**src/rtl/spi_eng_pkg.sv**
```systemverilog
package spi_eng_pkg;

  typedef enum logic [2:0] {
    ST_IDLE,
    ST_LEAD,
    ST_BITS,
    ST_TRAIL,
    ST_GAP
  } eng_state_t;

endpackage

```
**src/rtl/spi_interval_timer.sv**
```systemverilog
module spi_interval_timer #(
  parameter int CNT_W = 17
) (
  input  logic             clk,
  input  logic             rst,
  input  logic             load,
  input  logic [CNT_W-1:0] len,
  output logic             done
);

  logic [CNT_W-1:0] cnt;

  always_ff @(posedge clk) begin
    if (rst) begin
      cnt <= '0;
    end else if (load) begin
      cnt <= len - CNT_W'(1);
    end else if (cnt != '0) begin
      cnt <= cnt - CNT_W'(1);
    end
  end

  assign done = (cnt == '0);

  AST_LEN_NONZERO: assert property (@(posedge clk) disable iff (rst)
    load |-> (len != '0));

endmodule

```
**src/rtl/spi_shift_unit.sv**
```systemverilog
module spi_shift_unit #(
  parameter int MAX_BITS = 32,
  parameter int NB_W     = 6
) (
  input  logic                clk,
  input  logic                rst,
  input  logic                load,
  input  logic [MAX_BITS-1:0] tx_word,
  input  logic [NB_W-1:0]     nbits,
  input  logic                lsbf,
  input  logic                shift_out,
  input  logic                sample,
  input  logic                miso,
  output logic                mosi,
  output logic [MAX_BITS-1:0] rx_word
);

  logic [MAX_BITS-1:0] tx_sr;
  logic [MAX_BITS-1:0] rx_sr;
  logic [NB_W-1:0]     pad;

  // unused high positions between the frame and the register top
  assign pad = NB_W'(MAX_BITS) - nbits;

  always_ff @(posedge clk) begin
    if (rst) begin
      tx_sr <= '0;
      rx_sr <= '0;
    end else if (load) begin
      tx_sr <= lsbf ? tx_word : (tx_word << pad);
      rx_sr <= '0;
    end else begin
      if (shift_out) begin
        tx_sr <= lsbf ? (tx_sr >> 1) : (tx_sr << 1);
      end
      if (sample) begin
        rx_sr <= lsbf ? {miso, rx_sr[MAX_BITS-1:1]} : {rx_sr[MAX_BITS-2:0], miso};
      end
    end
  end

  assign mosi    = lsbf ? tx_sr[0] : tx_sr[MAX_BITS-1];
  assign rx_word = lsbf ? (rx_sr >> pad) : rx_sr;

  AST_SHIFT_SAMPLE_APART: assert property (@(posedge clk) disable iff (rst)
    !(shift_out && sample));

endmodule

```
**src/rtl/spi_frame_engine.sv**
```systemverilog
module spi_frame_engine
  import spi_eng_pkg::*;
#(
  parameter int NUM_CS   = 4,
  parameter int MAX_BITS = 32,
  parameter int PRE_W    = 3,
  parameter int DIV_W    = 8,
  parameter int DLY_W    = 8
) (
  input  logic                        clk,
  input  logic                        rst,
  input  logic                        soft_rst,
  input  logic                        enable,
  input  logic [PRE_W-1:0]            cfg_prescale,
  input  logic [DIV_W-1:0]            cfg_sckdiv,
  input  logic [DLY_W-1:0]            cfg_lead_dly,
  input  logic [DLY_W-1:0]            cfg_trail_dly,
  input  logic [DLY_W-1:0]            cfg_gap_dly,
  input  logic                        cfg_cpol,
  input  logic                        cfg_cpha,
  input  logic                        cfg_lsb_first,
  input  logic [$clog2(MAX_BITS)-1:0] cfg_framesz,
  input  logic [$clog2(NUM_CS)-1:0]   cfg_cs_sel,
  input  logic [NUM_CS-1:0]           cfg_cs_pol,
  input  logic                        tx_valid,
  output logic                        tx_ready,
  input  logic [MAX_BITS-1:0]         tx_data,
  output logic                        rx_valid,
  output logic [MAX_BITS-1:0]         rx_data,
  output logic                        sck,
  output logic                        mosi,
  input  logic                        miso,
  output logic [NUM_CS-1:0]           cs_o
);

  localparam int FSZ_W  = $clog2(MAX_BITS);
  localparam int NB_W   = FSZ_W + 1;
  localparam int TG_W   = $clog2(2 * MAX_BITS);
  localparam int BASE_W = ((DIV_W > DLY_W) ? DIV_W : DLY_W) + 2;
  localparam int CNT_W  = BASE_W + (2 ** PRE_W) - 1;

  logic             rst_all;
  eng_state_t       state;
  logic             cs_act;
  logic             sck_ph;
  logic [TG_W-1:0]  tgl;
  logic             rx_valid_q;
  logic [MAX_BITS-1:0] rx_data_q;
  logic [MAX_BITS-1:0] rx_word;

  logic [NB_W-1:0]  nbits;
  logic [NB_W:0]    last_idx;
  logic             last;
  logic [CNT_W-1:0] per_len, hi_len, lo_len, lead_len, trail_len, gap_len, nxt_half;
  logic             t_load, done, tog, hs, nxt_lvl, shift_out, sample;
  logic [CNT_W-1:0] t_len;

  assign rst_all = rst | soft_rst;

  // frame length: field is count minus one, clamped to 8 bits minimum
  always_comb begin
    if (cfg_framesz < FSZ_W'(7)) nbits = NB_W'(8);
    else                         nbits = NB_W'(cfg_framesz) + NB_W'(1);
  end

  assign last_idx = {nbits, 1'b0} - (NB_W+1)'(1);
  assign last     = ((NB_W+1)'(tgl) == last_idx);

  // interval lengths in functional cycles
  assign per_len   = (CNT_W'(cfg_sckdiv) + CNT_W'(2)) << cfg_prescale;
  assign hi_len    = (per_len + CNT_W'(1)) >> 1;
  assign lo_len    = per_len >> 1;
  assign lead_len  = (CNT_W'(cfg_lead_dly) + CNT_W'(1)) << cfg_prescale;
  assign trail_len = (CNT_W'(cfg_trail_dly) + CNT_W'(1)) << cfg_prescale;
  assign gap_len   = (CNT_W'(cfg_gap_dly) + CNT_W'(2)) << cfg_prescale;

  assign tx_ready = enable && ((state == ST_IDLE) || ((state == ST_GAP) && done));
  assign hs       = tx_valid && tx_ready;
  assign tog      = done && ((state == ST_LEAD) || (state == ST_BITS));
  assign nxt_lvl  = (~sck_ph) ^ cfg_cpol;
  assign nxt_half = nxt_lvl ? hi_len : lo_len;

  always_comb begin
    t_load = 1'b0;
    t_len  = lead_len;
    if (hs) begin
      t_load = 1'b1;
      t_len  = lead_len;
    end else if (tog && !((state == ST_BITS) && last)) begin
      t_load = 1'b1;
      t_len  = nxt_half;
    end else if (tog) begin
      t_load = 1'b1;
      t_len  = trail_len;
    end else if ((state == ST_TRAIL) && done) begin
      t_load = 1'b1;
      t_len  = gap_len;
    end
  end

  // edge index tgl: even = leading edge, odd = trailing edge
  assign shift_out = tog && (cfg_cpha ? (!tgl[0] && (tgl != '0)) : (tgl[0] && !last));
  assign sample    = tog && (cfg_cpha ? tgl[0] : !tgl[0]);

  spi_interval_timer #(.CNT_W(CNT_W)) u_timer (
    .clk  (clk),
    .rst  (rst_all),
    .load (t_load),
    .len  (t_len),
    .done (done)
  );

  spi_shift_unit #(.MAX_BITS(MAX_BITS), .NB_W(NB_W)) u_shift (
    .clk       (clk),
    .rst       (rst_all),
    .load      (hs),
    .tx_word   (tx_data),
    .nbits     (nbits),
    .lsbf      (cfg_lsb_first),
    .shift_out (shift_out),
    .sample    (sample),
    .miso      (miso),
    .mosi      (mosi),
    .rx_word   (rx_word)
  );

  always_ff @(posedge clk) begin
    if (rst_all) begin
      state      <= ST_IDLE;
      cs_act     <= 1'b0;
      sck_ph     <= 1'b0;
      tgl        <= '0;
      rx_valid_q <= 1'b0;
      rx_data_q  <= '0;
    end else begin
      rx_valid_q <= 1'b0;
      case (state)
        ST_IDLE: begin
          if (hs) begin
            state  <= ST_LEAD;
            cs_act <= 1'b1;
            tgl    <= '0;
            sck_ph <= 1'b0;
          end
        end
        ST_LEAD: begin
          if (done) begin
            state  <= ST_BITS;
            sck_ph <= ~sck_ph;
            tgl    <= tgl + TG_W'(1);
          end
        end
        ST_BITS: begin
          if (done) begin
            sck_ph <= ~sck_ph;
            tgl    <= tgl + TG_W'(1);
            if (last) state <= ST_TRAIL;
          end
        end
        ST_TRAIL: begin
          if (done) begin
            state      <= ST_GAP;
            cs_act     <= 1'b0;
            rx_valid_q <= 1'b1;
            rx_data_q  <= rx_word;
          end
        end
        ST_GAP: begin
          if (hs) begin
            state  <= ST_LEAD;
            cs_act <= 1'b1;
            tgl    <= '0;
            sck_ph <= 1'b0;
          end else if (done) begin
            state <= ST_IDLE;
          end
        end
        default: state <= ST_IDLE;
      endcase
    end
  end

  assign sck      = sck_ph ^ cfg_cpol;
  assign rx_valid = rx_valid_q;
  assign rx_data  = rx_data_q;

  for (genvar gi = 0; gi < NUM_CS; gi++) begin : g_cs
    assign cs_o[gi] = (cs_act && (cfg_cs_sel == gi)) ? cfg_cs_pol[gi] : ~cfg_cs_pol[gi];
  end

  AST_IDLE_SCK: assert property (@(posedge clk) disable iff (rst)
    !cs_act |-> (sck == cfg_cpol));
  AST_RX_PULSE: assert property (@(posedge clk) disable iff (rst)
    rx_valid |=> !rx_valid);
  AST_RX_AT_DESELECT: assert property (@(posedge clk) disable iff (rst)
    rx_valid |-> (!cs_act && $past(cs_act)));
  AST_READY_GATED: assert property (@(posedge clk) disable iff (rst)
    tx_ready |-> (enable && !cs_act));
  AST_SOFT_CLEAR: assert property (@(posedge clk) disable iff (rst)
    soft_rst |=> (!cs_act && !rx_valid));
  AST_ONE_SELECT: assert property (@(posedge clk) disable iff (rst)
    $onehot0(cs_o ~^ cfg_cs_pol));

endmodule

```
**config.mk**
```make
export PLATFORM = sky130hd
export DESIGN_NAME = spi_frame_engine
export DESIGN_NICKNAME = d
export VERILOG_FILES = /design/src/rtl/spi_eng_pkg.sv /design/src/rtl/spi_interval_timer.sv /design/src/rtl/spi_shift_unit.sv /design/src/rtl/spi_frame_engine.sv
export SDC_FILE = /design/constraint.sdc
export NUM_CORES = 1
export LEC_CHECK = 0
export BUFFER_PORTS_ARGS = -buffer_cell sky130_fd_sc_hd__buf_2
export CELL_PAD_IN_SITES_DETAIL_PLACEMENT = 1
export CELL_PAD_IN_SITES_GLOBAL_PLACEMENT = 1
export CORE_ASPECT_RATIO = 0.75
export CORE_MARGIN = 4
export CORE_UTILIZATION = 41
export DETAILED_ROUTE_END_ITERATION = 16
export GPL_TIMING_DRIVEN = 0
export PLACE_DENSITY = 0.89
export SLEW_MARGIN = 20
export SYNTH_ARGS = -nofsm -noshare
export SYNTH_HDL_FRONTEND = slang
export SYNTH_SLANG_ARGS = --single-unit
export TNS_END_PERCENT = 10
```
**constraint.sdc**
```tcl
create_clock -name clk -period 5.1 [get_ports clk]
set_input_delay 1.02 -clock clk [delete_from_list [all_inputs] [get_ports clk]]
set_output_delay 1.02 -clock clk [all_outputs]
set_load 0.01 [all_outputs]
```
==> run_results.csv, run 1 <==
group,metric,value,unit
synthesis,ys_dominant_reg_cell,"dfxtp_1",
drt,dr_wl_met2,25.75,mm
drt,wl_met3,8.105,mm
hold_path,hold_path_class,"flip-flop to flip-flop",
drt,first_iter_violations,1991,
placement,dpl_cell_area,13950,sq um
grt,track_usage,0.3453,
cts,cts_tree,"built",
synthesis,syn_inst,1763,
grt,grt_overflow,0,
power,power_density,355.3,nW/um^2
power,power_frac_clock,0.259,
placement,place_ws,-1.016,ns
grt,grt_pass1_vias,15460,
power,p_leak,5.719,nW
final_layout,design_area,14570,sq um
die,die_y,161.5,microns
drt,top_layer_used,"met5",
synthesis,synthArstFlopShare,0,
worst_setup_path,criticalPathCategory,"input pin to flip-flop",
timing,final.setup.tns,0,ns
synthesis,yosys.cell_types.count,103,
timing,slew_headroom,0.1791,
final_layout,nets,1990,
placement,portBuffers,113,
hold_path,min_from,"rx_data[31]",
cts,cts-resized-gates,1,
synthesis,ys_seq_area_frac,0.1944,
cts,htreeDepth,4,
power,totalPowerFinal,5.177,mW
worst_setup_path,worstPathArrival,5.29,ns
die,die_area,34330,sq um
timing,drv_slew,0,
power,p_seq_frac,0.221,
drt,antenna_left,0,
timing,grt_setup_unrepaired,"false",
cts,cts_hold_buf,0,
drt,wl_per_cell,26.93,microns
cts,clock_path_buffers,2,
cts,root_buffer,"clkbuf_16",
timing,min_period_over_period,0.9686,
die,coreArea,30550,sq um
grt,antenna_found_initial,2,
synthesis,syn_area,12870,sq um
die,initial_utilization,0.4214,
drt,wirelength,62.10,mm
final_layout,post-route-util,0.4769,
timing,worst_pin_slew,1.220,ns
worst_setup_path,startpoint,"enable",
final_layout,layout.cells.most_common,"nand2_1",
timing,setup_viol_count_final,0,
final_layout,nFillCells,3913,
timing,clock.fmax,202.4,MHz
synthesis,syn-num-nets,1861,
synthesis,synth_edf_count,0,
grt,grt_max_degree,28,
synthesis,ys_ff_latch,125,
power,switching_share,0.4801,
grt,grt_pass1_wl,92.50,mm
die,fp.dieW,212.6,microns
run,maxCapViolCount,0,
drt,wl_met1,26.72,mm
cts,cts_setup_buffers,0,
timing,hold_violations,0,
die,rows,55,
final_layout,final_cell_mix,"216 x nand2_1, 183 x mux2i_1, 181 x nor2_1",
die,ios,127,
cts,clkTransAtPathRegs,0.07,ns
worst_setup_path,crit_required,5.45,ns
final_layout,drive_above_1_share,0.1281,
placement,place.gp.congestion,1.063,
drt,drc_errors,0,
drt,num_vias,15690,
status,status,"finished, final reports clean",
drt,vias_per_cell,6.803,
timing,fin_skew,0.01262,ns
power,combinationalPowerShare,0.520,
synthesis,yosys_warnings,0,
worst_setup_path,end_kind,"flip-flop",
power,irDropWorstVdd,0.0002784,V
placement,place_hpwl,48.52,mm
drt,drt_first_pass_iters,8,
timing,setup_slack,0.1600,ns
cts,numCtsBuffers,17,
worst_setup_path,crit_fanout,10,
power,intPower,2.691,mW
cts,clkLatencyLatePin,0.46,ns
worst_setup_path,startpoint_type,"input pin",
power,p_sw,2.486,mW
worst_setup_path,timing.rr.start,"state[0]",
cts,cts_sinks,125,
timing,fin_crit,4.940,ns
final_layout,area_growth,13.18,%
synthesis,avgSynthCellArea,7.303,sq um
## per-layer routing
layer	vias to the layer above	global-route usage
met5	-	0
li1	6878	-
met2	999	0.5038
met1	7677	0.4779
met4	4	0.09072
met3	129	0.1313
## final cells by class
| type | instances | area [sq um] | share of cell area |
|---|---|---|---|
| Antenna cell | 2 | 5.005 | 0.0003435 |
| Buffer | 163 | 719.4 | 0.04937 |
| Clock buffer | 17 | 425.4 | 0.02919 |
| Clock inverter | 15 | 202.7 | 0.01391 |
| Inverter | 33 | 123.9 | 0.008501 |
| Multi-Input combinational cell | 1439 | 9528 | 0.6539 |
| Sequential cell | 125 | 2502 | 0.1717 |
| Tap cell | 399 | 499.2 | 0.03426 |
| Timing Repair Buffer | 113 | 565.5 | 0.03881 |
## stage by stage
stage / std cells / hold WS [ns]
5_1_grt: 2305 / 0.5267
6_report: 2306 / 0.4825
2_1_floorplan: 1763 / 0.4747
4_1_cts: 2304 / 0.4934
3_5_place_dp: 2275 / 0.4857
3_3_place_gp: 2275 / 0.4502
## worst paths after layout
kind	endpoint	slack, ns	cells past startpoint
worst max-delay path	u_shift.rx_sr[26]	0.16	11
worst min-delay path	rx_data[31]	0.48	2
worst max register to register	u_shift.rx_sr[26]	0.26	11
worst min register to register	rx_data[31]	0.48	2
## sequential cells by signal, summed over array words and instances, names as in the netlist
name / count
cs_act: 1
rx_data: 32
rx_valid: 1
sck_ph: 1
state: 3
tgl: 6
u_shift.rx_sr: 32
u_shift.tx_sr: 32
u_timer.cnt: 17
## synthesized netlist by cell type, types with 9 or more instances
cell / number / area share
nor4_1: 20 / 0.0097
a311o_1: 9 / 0.0070
nand4_1: 16 / 0.0078
mux2i_1: 183 / 0.14
a21o_1: 10 / 0.0058
inv_1: 32 / 0.0093
o22ai_1: 16 / 0.0078
nand3_1: 48 / 0.019
a21oi_1: 117 / 0.045
nor2b_1: 36 / 0.017
o21ai_0: 56 / 0.022
a211oi_1: 112 / 0.065
buf_2: 17 / 0.0066
o221ai_1: 12 / 0.0082
a31oi_1: 11 / 0.0053
ha_1: 11 / 0.011
a221oi_1: 9 / 0.0061
xnor2_1: 26 / 0.018
mux2_2: 14 / 0.012
nor3_1: 59 / 0.023
dfxtp_1: 125 / 0.19
nand2_1: 216 / 0.063
nor2_1: 182 / 0.053
buf_1: 17 / 0.0050
and3_1: 24 / 0.012
o211ai_1: 13 / 0.0076
or3_1: 9 / 0.0044
a2111oi_0: 10 / 0.0068
clkbuf_1: 120 / 0.035
a222oi_1: 21 / 0.016
a311oi_1: 15 / 0.010
xor2_1: 20 / 0.014
## logic make-up (layout without fill, tap and decap cells)
group,after synthesis,after routing,synth area share
other,0,2,0
buffers and inverters,199,341,0.06618
AO/OA/AOI/OAI,499,499,0.2784
AND/OR/NAND/NOR,682,682,0.2568
flip-flops,125,125,0.1944
XOR/XNOR,48,48,0.03557
multiplexers,199,199,0.1580
adder cells (fa/ha/maj),11,11,0.01069
## power groups by stage
stage,logic [mW],registers (mW),clock network [mW]
2_1_floorplan,1.76,1.13,0
3_3_place_gp,2.44,1.15,0
3_5_place_dp,2.53,1.16,0
4_1_cts,2.56,1.14,1.35
5_1_grt,2.82,1.15,1.40
6_report,2.69,1.14,1.34
## worst max-delay path, cell delays in order
cell	delay, ns
buf_2	0.11
nand4bb_1	0.22
and3b_1	0.23
a21oi_1	0.48
clkbuf_1	0.63
clkbuf_1	0.83
buf_1	0.58
nand2_1	0.22
clkbuf_1	0.31
buf_1	0.34
a211oi_1	0.32
Power figures use the tool's default switching activity.
==> inputs of run 2 (changes only) <==
--- a/config.mk
+++ b/config.mk
@@ -5,13 +5,13 @@
 export SDC_FILE = /design/constraint.sdc
 export NUM_CORES = 1
 export LEC_CHECK = 0
-export BUFFER_PORTS_ARGS = -buffer_cell sky130_fd_sc_hd__buf_2
 export CELL_PAD_IN_SITES_DETAIL_PLACEMENT = 1
 export CELL_PAD_IN_SITES_GLOBAL_PLACEMENT = 1
 export CORE_ASPECT_RATIO = 0.75
 export CORE_MARGIN = 4
-export CORE_UTILIZATION = 41
+export CORE_UTILIZATION = 44
 export DETAILED_ROUTE_END_ITERATION = 16
+export DONT_BUFFER_PORTS = 1
 export GPL_TIMING_DRIVEN = 0
 export PLACE_DENSITY = 0.89
 export SLEW_MARGIN = 20
==> run 2 against run 1 <==
Sequential power about the same. Clock skew fell by 0.0016 ns. Global-route usage rose by 2.4 points. Largest power group unchanged.
==> run_results.csv, run 2 (synthesized netlist as in run 1, its figures left out) <==
group,metric,value,unit
cts,root_buffer,"clkbuf_16",
timing,hold_ws,0.5188,ns
cts,cts_tree,"built",
drt,drt_first_pass_iters,9,
final_layout,drive_above_1_share,0.07306,
timing,clock.fmax,198.9,MHz
final_layout,nets,1878,
status,status,"finished, final reports clean",
worst_setup_path,crit_required,5.46,ns
final_layout,nFillCells,3692,
placement,portBuffers,0,
worst_setup_path,path_buf_inv,6,
timing,hold_violations,0,
worst_setup_path,slowest_delay,0.74,ns
grt,grt_pass1_vias,15000,
power,irDropWorstVdd,0.0002502,V
final_layout,layout.cells.most_common,"nand2_1",
hold_path,hold_path_class,"flip-flop to flip-flop",
worst_setup_path,reg2reg_depth,11,
grt,grt_max_degree,20,
die,die_area,32090,sq um
timing,drv_slew,0,
drt,drc_errors,0,
grt,grt_pass1_wl,91.33,mm
power,p_leak,5.198,nW
die,fp.dieW,205.5,microns
worst_setup_path,worstPathArrival,5.39,ns
timing,slew_headroom,0.1845,
cts,cts_sinks,125,
hold_path,min_from,"u_shift.tx_sr[4]",
die,ios,127,
die,rows,53,
final_layout,area_growth,8.251,%
cts,cts_setup_buffers,0,
timing,worst_pin_slew,1.213,ns
worst_setup_path,crit_fanout,10,
worst_setup_path,crit_slowest_cell,"clkbuf_1",
grt,antenna_found_initial,1,
worst_setup_path,startpoint_type,"flip-flop",
power,power_density,357.4,nW/um^2
timing,fin_skew,0.01105,ns
worst_setup_path,criticalPathCategory,"flip-flop to flip-flop",
final_layout,post-route-util,0.4899,
worst_setup_path,crit_family,"buffers and inverters",
drt,wirelength,61.28,mm
placement,place_inst,2148,
grt,track_usage,0.3695,
final_layout,fin_cells,2180,
cts,htreeDepth,4,
timing,final.setup.tns,0,ns
power,totalPowerFinal,4.981,mW
hold_path,holdPathEnd,"u_shift.tx_sr[4]",
worst_setup_path,r2r_slack,0.07,ns
placement,place.gp.congestion,1.056,
worst_setup_path,timing.rr.start,"state[0]",
drt,wl_per_cell,28.11,microns
worst_setup_path,critPathMostFrequentCell,"clkbuf_1",
timing,setup_viol_count_final,0,
drt,vias_per_cell,6.985,
worst_setup_path,crit_path_cell_trace,"buf_2, nand4bb_1, and3b_1, a21oi_1, clkbuf_1, clkbuf_1, buf_1, nand2_1, clkbuf_1, buf_1, a211oi_1",
worst_setup_path,reg2reg_to,"u_shift.rx_sr[27]",
timing,fin_crit,5.028,ns
die,initial_utilization,0.4526,
drt,antenna_left,0,
timing,grt_setup_unrepaired,"false",
drt,num_vias,15230,
die,coreArea,28450,sq um
cts,numCtsBuffers,17,
cts,clkLatencyLatePin,0.46,ns
run,maxCapViolCount,0,
grt,grt_overflow,0,
final_layout,final_cell_mix,"216 x nand2_1, 183 x mux2i_1, 182 x nor2_1",
die,die_y,156.1,microns
drt,first_iter_violations,2215,
worst_setup_path,end_kind,"flip-flop",
cts,clkTransAtPathRegs,0.06,ns
placement,place_hpwl,47.90,mm
timing,min_period_over_period,0.9859,
cts,clock_path_buffers,2,
hold_path,hold_depth,2,
## run 2: cell types whose count changed in the layout (fill, tap and decap cells not counted), sizes merged
cell / delta
clkbuf: +3
inv: -2
bufinv: -2
clkinv: +3
buf: -114
## run 2: how the worst max path moves through the flow
stage | start | end | slack (ns) | cells after the start
6_report | state[0] | u_shift.rx_sr[27] | 0.07 | 11
5_1_grt | cfg_prescale[2] | u_timer.cnt[12] | 0.01 | 17
4_1_cts | cfg_framesz[3] | u_timer.cnt[16] | 0.05 | 15
3_5_place_dp | cfg_framesz[3] | u_timer.cnt[16] | -0.86 | 17
3_3_place_gp | cfg_framesz[3] | u_timer.cnt[16] | -0.75 | 17
2_1_floorplan | cfg_framesz[3] | u_timer.cnt[13] | 0.14 | 18
## run 2: what timing repair did
action                                  CTS  global route
endpoints found under the setup margin   12             9
pin swaps                                 0             1
resized for setup                         2             4
hold buffers                              0             0
gates cloned                              0             0
## run 2: final cells by class
cell class	count	area [sq um]	area share
Antenna cell	2	5.005	0.0003591
Buffer	164	724.4	0.05198
Clock buffer	18	439.2	0.03151
Clock inverter	14	133.9	0.009606
Inverter	33	123.9	0.008888
Multi-Input combinational cell	1439	9527	0.6835
Sequential cell	125	2502	0.1795
Tap cell	385	481.7	0.03456
## run 2: report_power, final
| part | switching (mW) | internal [mW] | leakage (nW) |
|---|---|---|---|
| Clock | 0.531 | 0.690 | 0.278 |
| Sequential | 0.0825 | 1.06 | 1.01 |
| Combinational | 1.80 | 0.819 | 3.91 |
| Total | 2.41 | 2.57 | 5.20 |
## run 2: worst register-to-register path: stages, from the launching register on
cell and delay, ns:
dfxtp_1 0.30, buf_2 0.22, nand4bb_1 0.29, and3b_1 0.24, a21oi_1 0.56, clkbuf_1 0.64
clkbuf_1 0.74, buf_1 0.65, nand2_1 0.37, clkbuf_1 0.35, buf_1 0.33, a211oi_1 0.26
## run 2: stage by stage
| stage | instance area, sq um | setup slack, ns |
|---|---|---|
| after CTS | 13930 | 0.05476 |
| after global routing | 13930 | 0.01142 |
| final | 13940 | 0.07195 |
| after detailed placement | 13360 | -0.8613 |
| after global placement | 13360 | -0.7479 |
| after floorplan | 12880 | 0.1417 |
## run 2: routing by layer
metal / vias up / wire length [microns] / track usage
met2: 1010 / 24530 / 0.5271
met4: 2 / 1677 / 0.1052
met1: 7413 / 26200 / 0.5103
li1: 6645 / - / -
met5: - / 7 / 0
met3: 157 / 8859 / 0.1538
